`config.mk`:
```
export PLATFORM = sky130hd
export DESIGN_NAME = cond_eval_unit
export DESIGN_NICKNAME = d
export VERILOG_FILES = /design/src/rtl/cond_eval_pkg.sv /design/src/rtl/cond_arith_flags.sv /design/src/rtl/cond_bit_flags.sv /design/src/rtl/cond_loop_counters.sv /design/src/rtl/cond_eval_unit.sv
export SDC_FILE = /design/constraint.sdc
export NUM_CORES = 1
export LEC_CHECK = 0
export BUFFER_PORTS_ARGS = -buffer_cell sky130_fd_sc_hd__buf_2
export CAP_MARGIN = 30
export CELL_PAD_IN_SITES_DETAIL_PLACEMENT = 0
export CELL_PAD_IN_SITES_GLOBAL_PLACEMENT = 1
export CORE_ASPECT_RATIO = 0.75
export CORE_MARGIN = 4
export CORE_UTILIZATION = 29
export CTS_CLUSTER_DIAMETER = 120
export DETAILED_ROUTE_END_ITERATION = 8
export PLACE_DENSITY_LB_ADDON = 0.2
export SYNTH_ARGS = -nofsm -noshare
export SYNTH_HDL_FRONTEND = slang
export SYNTH_SLANG_ARGS = --single-unit
```
`constraint.sdc`:
```
create_clock -name clk -period 0.94 [get_ports clk]
set_clock_uncertainty 0.2 [all_clocks]
set_input_delay 0.188 -clock clk [delete_from_list [all_inputs] [get_ports clk]]
set_output_delay 0.188 -clock clk [all_outputs]
set_load 0.01 [all_outputs]
```
`src/rtl/cond_eval_pkg.sv`:
```
package cond_eval_pkg;

  localparam int CODE_W = 5;
  localparam int CC_NUM = 1 << CODE_W;

  typedef enum logic [CODE_W-1:0] {
    CC_TRUE   = 5'd0,  CC_FALSE  = 5'd1,
    CC_PL     = 5'd2,  CC_MI     = 5'd3,
    CC_EQ     = 5'd4,  CC_NE     = 5'd5,
    CC_GT     = 5'd6,  CC_LE     = 5'd7,
    CC_LVS    = 5'd8,  CC_LVC    = 5'd9,
    CC_MVS    = 5'd10, CC_MVC    = 5'd11,
    CC_C0GE   = 5'd12, CC_C0LT   = 5'd13,
    CC_C1GE   = 5'd14, CC_C1LT   = 5'd15,
    CC_HEADS  = 5'd16, CC_TAILS  = 5'd17,
    CC_ALLT   = 5'd18, CC_ALLF   = 5'd19,
    CC_SOMET  = 5'd20, CC_SOMEF  = 5'd21,
    CC_ODDP   = 5'd22, CC_EVENP  = 5'd23,
    CC_MNS1   = 5'd24, CC_NMNS1  = 5'd25,
    CC_LOCK   = 5'd26, CC_NLOCK  = 5'd27,
    CC_EBUSY  = 5'd28, CC_NEBUSY = 5'd29,
    CC_RSV0   = 5'd30, CC_RSV1   = 5'd31
  } cond_code_e;

  // Codes 12..15 share prefix 011; bit 1 names the counter.
  function automatic logic is_cnt_test(input logic [CODE_W-1:0] code,
                                       input logic idx);
    return (code[4:2] == 3'b011) && (code[1] == idx);
  endfunction

  // Codes 16 and 17 consume the random bit.
  function automatic logic is_rnd_test(input logic [CODE_W-1:0] code);
    return code[4:1] == 4'b1000;
  endfunction

endpackage

```
`src/rtl/cond_arith_flags.sv`:
```
module cond_arith_flags #(
  parameter int ACC_W = 36,
  parameter int MOV_W = 5
) (
  input  logic [ACC_W-1:0] acc_res,
  output logic             neg,
  output logic             zero,
  output logic             mov
);

  localparam int OVF_LO = ACC_W - MOV_W;

  logic [MOV_W-1:0] top_bits;

  always_comb begin
    top_bits = acc_res[ACC_W-1:OVF_LO];
    neg      = acc_res[ACC_W-1];
    zero     = (acc_res == '0);
    mov      = !((top_bits == '0) || (top_bits == '1));
  end

endmodule

```
`src/rtl/cond_bit_flags.sv`:
```
module cond_bit_flags #(
  parameter int BT_W  = 4,
  parameter int BMU_W = 36
) (
  input  logic [BT_W-1:0]  bt_mask,
  input  logic [BT_W-1:0]  bt_hit,
  input  logic [BMU_W-1:0] bmu_res,
  output logic             all_pass,
  output logic             none_pass,
  output logic             some_pass,
  output logic             some_fail,
  output logic             odd_par,
  output logic             minus_one
);

  logic [BT_W-1:0] pass_v;
  logic [BT_W-1:0] fail_v;

  always_comb begin
    pass_v    = bt_mask & bt_hit;
    fail_v    = bt_mask & ~bt_hit;
    all_pass  = (fail_v == '0);
    none_pass = (pass_v == '0);
    some_pass = |pass_v;
    some_fail = |fail_v;
    odd_par   = ^bmu_res;
    minus_one = &bmu_res;
  end

endmodule

```
`src/rtl/cond_loop_counters.sv`:
```
module cond_loop_counters #(
  parameter int CNT_W = 8,
  parameter int N_CNT = 2
) (
  input  logic                        clk,
  input  logic                        rst_ni,
  input  logic [N_CNT-1:0]            inc,
  input  logic                        ld_en,
  input  logic [$clog2(N_CNT)-1:0]    ld_sel,
  input  logic [CNT_W-1:0]            ld_data,
  output logic [N_CNT-1:0][CNT_W-1:0] cnt_q
);

  localparam int SEL_W = $clog2(N_CNT);

  for (genvar g = 0; g < N_CNT; g++) begin : g_cnt
    logic [CNT_W-1:0] cnt_d;
    logic             cnt_en;
    logic             ld_hit;

    always_comb begin
      ld_hit = ld_en && (ld_sel == SEL_W'(g));
      cnt_en = ld_hit || inc[g];
      if (ld_hit) begin
        cnt_d = ld_data;
      end else begin
        cnt_d = cnt_q[g] + CNT_W'(1);
      end
    end

    always_ff @(posedge clk or negedge rst_ni) begin
      if (!rst_ni) begin
        cnt_q[g] <= '0;
      end else if (cnt_en) begin
        cnt_q[g] <= cnt_d;
      end
    end
  end

endmodule

```
`src/rtl/cond_eval_unit.sv`:
```
module cond_eval_unit
  import cond_eval_pkg::*;
#(
  parameter int ACC_W = 36,
  parameter int MOV_W = 5,
  parameter int BT_W  = 4,
  parameter int BMU_W = 36,
  parameter int CNT_W = 8
) (
  input  logic             clk,
  input  logic             rst_n,
  input  logic             test_stb,
  input  logic [4:0]       test_code,
  input  logic [ACC_W-1:0] acc_res,
  input  logic             acc_lov,
  input  logic [BT_W-1:0]  bt_mask,
  input  logic [BT_W-1:0]  bt_hit,
  input  logic [BMU_W-1:0] bmu_res,
  input  logic             pll_lock,
  input  logic             ecc_busy,
  input  logic             rnd_bit,
  input  logic             cnt_ld_en,
  input  logic             cnt_ld_sel,
  input  logic [CNT_W-1:0] cnt_ld_data,
  output logic             res_valid,
  output logic             res_true,
  output logic             rnd_adv,
  output logic [CNT_W-1:0] cnt0_o,
  output logic [CNT_W-1:0] cnt1_o
);

  localparam int N_CNT = 2;
  localparam int SYNC_W = 2;

  // Reset: asserted asynchronously, released through a short synchroniser.
  logic [SYNC_W-1:0] rst_sync_q;
  logic              rst_sync_n;

  always_ff @(posedge clk or negedge rst_n) begin
    if (!rst_n) begin
      rst_sync_q <= '0;
    end else begin
      rst_sync_q <= {rst_sync_q[SYNC_W-2:0], 1'b1};
    end
  end

  assign rst_sync_n = rst_sync_q[SYNC_W-1];

  // Flag sources
  logic neg, zero, mov;
  logic all_pass, none_pass, some_pass, some_fail, odd_par, minus_one;
  logic [N_CNT-1:0][CNT_W-1:0] cnt_q;
  logic [N_CNT-1:0]            cnt_inc;

  cond_arith_flags #(.ACC_W(ACC_W), .MOV_W(MOV_W)) u_arith (
    .acc_res (acc_res),
    .neg     (neg),
    .zero    (zero),
    .mov     (mov)
  );

  cond_bit_flags #(.BT_W(BT_W), .BMU_W(BMU_W)) u_bits (
    .bt_mask   (bt_mask),
    .bt_hit    (bt_hit),
    .bmu_res   (bmu_res),
    .all_pass  (all_pass),
    .none_pass (none_pass),
    .some_pass (some_pass),
    .some_fail (some_fail),
    .odd_par   (odd_par),
    .minus_one (minus_one)
  );

  for (genvar g = 0; g < N_CNT; g++) begin : g_inc
    assign cnt_inc[g] = test_stb && is_cnt_test(test_code, g[0]);
  end

  cond_loop_counters #(.CNT_W(CNT_W), .N_CNT(N_CNT)) u_cnt (
    .clk     (clk),
    .rst_ni  (rst_sync_n),
    .inc     (cnt_inc),
    .ld_en   (cnt_ld_en),
    .ld_sel  (cnt_ld_sel),
    .ld_data (cnt_ld_data),
    .cnt_q   (cnt_q)
  );

  assign cnt0_o = cnt_q[0];
  assign cnt1_o = cnt_q[1];

  // Condition vector, indexed by selector
  logic [CC_NUM-1:0] cvec;
  logic              sel_val;

  always_comb begin
    cvec            = '0;
    cvec[CC_TRUE]   = 1'b1;
    cvec[CC_FALSE]  = 1'b0;
    cvec[CC_PL]     = !neg;
    cvec[CC_MI]     = neg;
    cvec[CC_EQ]     = zero;
    cvec[CC_NE]     = !zero;
    cvec[CC_GT]     = !neg && !zero;
    cvec[CC_LE]     = neg || zero;
    cvec[CC_LVS]    = acc_lov;
    cvec[CC_LVC]    = !acc_lov;
    cvec[CC_MVS]    = mov;
    cvec[CC_MVC]    = !mov;
    cvec[CC_C0GE]   = !cnt_q[0][CNT_W-1];
    cvec[CC_C0LT]   = cnt_q[0][CNT_W-1];
    cvec[CC_C1GE]   = !cnt_q[1][CNT_W-1];
    cvec[CC_C1LT]   = cnt_q[1][CNT_W-1];
    cvec[CC_HEADS]  = rnd_bit;
    cvec[CC_TAILS]  = !rnd_bit;
    cvec[CC_ALLT]   = all_pass;
    cvec[CC_ALLF]   = none_pass;
    cvec[CC_SOMET]  = some_pass;
    cvec[CC_SOMEF]  = some_fail;
    cvec[CC_ODDP]   = odd_par;
    cvec[CC_EVENP]  = !odd_par;
    cvec[CC_MNS1]   = minus_one;
    cvec[CC_NMNS1]  = !minus_one;
    cvec[CC_LOCK]   = pll_lock;
    cvec[CC_NLOCK]  = !pll_lock;
    cvec[CC_EBUSY]  = ecc_busy;
    cvec[CC_NEBUSY] = !ecc_busy;
    cvec[CC_RSV0]   = 1'b0;
    cvec[CC_RSV1]   = 1'b0;
    sel_val         = cvec[test_code];
  end

  // Result registers: next-state then storage
  logic valid_d, true_d, adv_d;
  logic valid_q, true_q, adv_q;

  always_comb begin
    valid_d = test_stb;
    true_d  = test_stb ? sel_val : true_q;
    adv_d   = test_stb && is_rnd_test(test_code);
  end

  always_ff @(posedge clk or negedge rst_sync_n) begin
    if (!rst_sync_n) begin
      valid_q <= 1'b0;
      true_q  <= 1'b0;
      adv_q   <= 1'b0;
    end else begin
      valid_q <= valid_d;
      true_q  <= true_d;
      adv_q   <= adv_d;
    end
  end

  assign res_valid = valid_q;
  assign res_true  = true_q;
  assign rnd_adv   = adv_q;

endmodule

```
=== Word level (Yosys, flattened, before mapping) ===
Cells that the tools add are included.

* Output and inout bits: 19
* Input port bits: 102
* Word-level logic and storage cells: 52
* Flip-flop bits (word level): 21

* Reduce and logical (&&, ||, !) cells: 31
* Multiplexer cells: 4
* Eq/ne operators: 3
* Magnitude comparators: 1
* Add/subtract/negate cells: 2
* Bitwise logic cells: 5

{| class="wikitable"
|+ Operator list
! operator !! number
|-
| $logic_not 36->1 || 1
|-
| $reduce_and 36->1 || 1
|-
| $reduce_xor 36->1 || 1
|-
| $add 8x1->8 const B || 2
|-
| $mux 8 || 2
|-
| $logic_not 1->1 || 11
|-
| $and 4x4->4 || 2
|-
| $logic_and 1x1->1 || 8
|-
| $logic_not 4->1 || 2
|-
| $reduce_or 4->1 || 2
|-
| $lt 5x6->1 const B || 1
|-
| $bmux 1 s5 || 1
|-
| $eq 5x5->1 const B || 1
|-
| $logic_not 5->1 || 1
|-
| $eq 4x4->1 const B || 1
|-
| $logic_or 1x1->1 || 4
|-
| $not 4->4 || 1
|-
| $eq 3x2->1 const B || 1
|-
| $not 1->1 || 2
|-
| $mux 1 || 1
|}

=== Logic depth before layout (Yosys ltp) ===
* Word-level depth: 5
* Depth in mapped cells: 8
* Gate-level depth less buffers: 8

=== Hierarchy ===
From an unflattened synthesis, not the netlist that was laid out.

* Cell total of the unflattened synthesis: 203
* Area total of the unflattened synthesis: 1824.2 um2

{| class="wikitable"
|+ Modules (own cells, without submodules)
! module !! area each (um2) !! seq. area each (um2) !! times used !! cells an instance
|-
| cond_loop_counters || 850.8 || 400.4 || 1 || 93
|-
| cond_bit_flags || 483.0 || 0.0 || 1 || 51
|-
| cond_eval_unit || 377.9 || 125.1 || 1 || 43
|-
| cond_arith_flags || 112.6 || 0.0 || 1 || 16
|}

=== Worst setup path after synthesis ===
OpenSTA, ideal clock, no wires.

* Kind: input port to flip-flop
* From: input port bmu_res[26]
* To: register true_q (netlist: res_true)
* Data required time: 0.600 ns
* Data arrival time: 1.651 ns
* Setup slack: -1.052 ns
* Path buffers: 0
* Stages: 8
* Setup time: 0.140 ns
* Path through: ha_1 > xor2_1 > xnor2_1 > xnor3_1 > xnor2_1 > nor2_1 > o2111ai_1 > o221ai_1

* Cells in the longest elaborated chain, start to end: 4
* Elaborated cells on any way between the ends: 6
* Those cells by class: mux: 2; reduce/logical: 4

{| class="wikitable"
|+ Ends and longest elaborated chain
! element !! RTL line !! text
|-
| from (decl) || cond_eval_unit.sv:18 || <nowiki>input logic [BMU_W-1:0] bmu_res,</nowiki>
|-
| $reduce_xor 36->1 / $reduce_and 36->1 (equally long branches) || cond_bit_flags.sv:26, cond_bit_flags.sv:27 ||
|-
| $logic_not 1->1, on equally long branches || cond_eval_unit.sv:120, cond_eval_unit.sv:122 ||
|-
| $bmux 1 s5 * || cond_eval_unit.sv:129 || <nowiki>sel_val = cvec[test_code];</nowiki>
|-
| $mux 1 (implied by the code) * || cond_eval_unit.sv:129 ||
|-
| to (signal assigned) || cond_eval_unit.sv:149 || <nowiki>true_q <= true_d;</nowiki>
|-
| to (decl) || cond_eval_unit.sv:134 || <nowiki>logic valid_q, true_q, adv_q;</nowiki>
|}

Every way passes the cells marked *; elsewhere a longest branch is shown, timed or not. The select of a mux whose other input is x is not followed.
A chain may end at the register's enable or synchronous reset.

=== Worst setup path in the final report ===
* From: input port bmu_res[33]
* To: register true_q (netlist: res_true)

The elaborated chain is that of the path after synthesis.

==> metrics.txt <==
status=finished, violations left; failing checks=hold timing, setup timing; Synth area leader=dfrtp_1; initial antenna violation count=0; Yosys warning count=0; FFs w/ async S/R, synth=100.0%; Worst R2R Path Depth=5; pre-CTS setup slack=-1.257 ns; switching pwr=1.187 mW; internal power=~2.6 mW; Worst-Skew Late Latency=between 0.2 and 0.3 ns; share of layout cells above drive strength 1=61.89%; GRT met1 Usage=22.13%; RSZ-0062 raised after global routing=true; CP required=0.87 ns; number of synthesized flops with an enable pin=0; hold crit path type=primary input to register; distinct cell type count after synthesis=45; Comb pwr share=a little over half; Yosys reg bits=21; total CTS buffers=3; Final Net Count=~490; launch point of the worst reg-to-reg path=u_cnt.cnt_q[0]; GRT Overall Usage=16.49%; R2R setup slack=-0.52 ns; layer with the highest usage=met2; drt drc=0; vias=2075; IO Port Bufs=120; crit end category=register; global-route wire length before repair=9825 µm; Avg Inst Size Synth=9.079 µm²; max-cap viol count=0; die area=between 7000 and 8000 µm²; final worst path period need=1.869 ns; register area share after synthesis=between 20 and 30%; Max rail drop VDD=0.8458 mV; Post-CTS Hold Buffers=1; antenna diode count=0; remaining antenna violation count after routing=0; Clock Root Buffer=clkbuf_8; drt wl/cell=14.13 µm; Die Y=75.67 µm; max incr delay on CP=0.42 ns; Starting Density=30.24%; syn nets=317; I/O pin cnt=between 100 and 150; clk buf depth=2; Vias/cell=4.632; grt met3 use=4.209%; CTS tree=built; Setup TNS Final=-12.97 ns; Design Power=3.746 mW; switching share of total power=31.69%; core area=5856 µm²; top post-synthesis cells by area=dfrtp_1 30%, ha_1 14%, xnor2_1 11%; CP Launch Type=primary input; Finish-stage setup viols=36; met2 Use GR=28.28%; Fmax=535.1 MHz; ys flop type=dfrtp_1; utilization after layout=60.60%; First-pass DRT Iterations=4; post-synthesis cell count=195; Area Growth Syn to Fin=100.4%; Worst Path Arrival=1.80 ns; Slew Limit Fails=0; Mapped Area=~1800 µm²; drt total wl=6332 µm; critical path, cell by cell=buf_6, ha_4, xnor2_4, xnor2_2, xnor3_1, xnor2_1, nor2_1, o2111ai_1, o221ai_1; total global routing overflow=0; largest net degree at the start of global routing=20; sequential share of power=30.1%; Final WS setup=-0.9289 ns; share of the synthesized area in the top cell type=29.68%; Routability Congestion=between 0.8 and 0.9; Clk pwr share=16.0%; CP max stage cell=xnor3_1; Tcrit/Tclk final=198.8%; num rows=24; Sink Count=21; CP delay by family, top=XOR/XNOR gates; WHS=-0.06506 ns; RR Endpoint=u_cnt.cnt_q[7]; DR iter-0 viols=63; pwr dens=roughly 1100 nW/µm²; critical path peak fanout=1; Post-DP HPWL=4971 µm; Crit Path Category=primary input to register; leakage=1.675 nW; Worst-path clk slew=0.08 ns; Die Wd=~98 µm; Critical Path Source=bmu_res[33]; crit path buf inv count=1; vias in the first global route=2113; CP Depth=9; Hold Fails Final Rpt=15; H-tree depth=1; end point of the critical path=res_true
[logic make-up (layout without fill, tap and decap cells)]
logic type,after synthesis,count (layout),synth area share [%]
compound gates,32,32,11.52
xor+xnor,35,35,18.09
fa+ha+maj,20,20,14.13
buf+inv,13,188,3.109
flops,21,21,29.68
mux,4,4,2.403
other cells,1,1,0.2118
simple gates,69,69,20.85
[Yosys cell counts (all sizes together) (2+ instances only)]
library cell and n:
xor2 12, xnor2 22, mux2 2, nor4 9, buf 3, a22o 2
and3 3, nand2 23, nor3 5, a21oi 2, nor2 11, o221ai 2
nand4 6, inv 7, nand3 4, o21ai 17, dfrtp 21, ha 20
mux2i 2, clkbuf 3, o22ai 2
[stage by stage]
step / area, µm² / instances
5_1_grt: 3548 / 448
4_1_cts: 3357 / 442
3_3_place_gp: 2930 / 423
6_report: 3548 / 448
3_5_place_dp: 2930 / 423
2_1_floorplan: 2002 / 195
[registers in the layout (all words and copies together) (netlist names)]
name         count
rst_sync_q       2
rnd_adv          1
res_valid        1
res_true         1
u_cnt.cnt_q     16
[power groups by stage]
stage	logic (mW)	registers, mW	clock network [mW]
after global placement	1.50	1.14	0
final	2.02	1.13	0.598
after CTS	1.83	1.13	0.610
after global routing	2.20	1.14	0.654
after floorplan	0.788	1.21	0
after detailed placement	1.52	1.14	0
[metal layers]
layer / up-vias / routed length (µm) / part of all wire, %
li1: 1051 / - / -
met1: 951 / 2876 / 45
met2: 73 / 2990 / 47
met3: 0 / 465 / 7.3
met4: 0 / 0 / 0
met5: - / 0 / 0
[layout make-up]
class | count | area, µm²
Clock inverter | 1 | 5.005
Fill cell | 537 | 2307
Multi-Input combinational cell | 161 | 1562
Inverter | 7 | 31.28
Timing Repair Buffer | 177 | 1281
Sequential cell | 21 | 530.5
Clock buffer | 3 | 41.29
Tap cell | 78 | 97.59
[worst min-delay path by stage]
stage          slack [ns]            end          from  depth (start not counted)
3_3_place_gp        -0.23  rst_sync_q[0]         rst_n                          1
5_1_grt             -0.07        rnd_adv  test_code[2]                          2
2_1_floorplan       -0.31  rst_sync_q[0]         rst_n                          0
6_report            -0.07        rnd_adv  test_code[2]                          2
4_1_cts             -0.06        rnd_adv  test_code[2]                          2
3_5_place_dp        -0.22  rst_sync_q[0]         rst_n                          1
[timing repair]
item,4_1_cts,5_1_grt
endpoints found under the hold margin,19,12
pin swaps,24,23
gates resized for setup,51,26
setup buffers,16,10
setup endpoints to repair,37,36
[layout by cell type, fill, tap and decap left out, drive strengths merged, types with 3 or more instances in the layout]
master / synthesis / layout
xor2: 12 / 12
nor4: 9 / 9
xnor2: 22 / 22
nor2: 11 / 11
clkbuf: 3 / 3
o21ai: 17 / 17
inv: 7 / 7
dfrtp: 21 / 21
nand3: 4 / 4
nand4: 6 / 6
nor3: 5 / 5
nand2: 23 / 23
and3: 3 / 3
ha: 20 / 20
buf: 3 / 176
No activity file was read; power rests on OpenSTA's default activity.
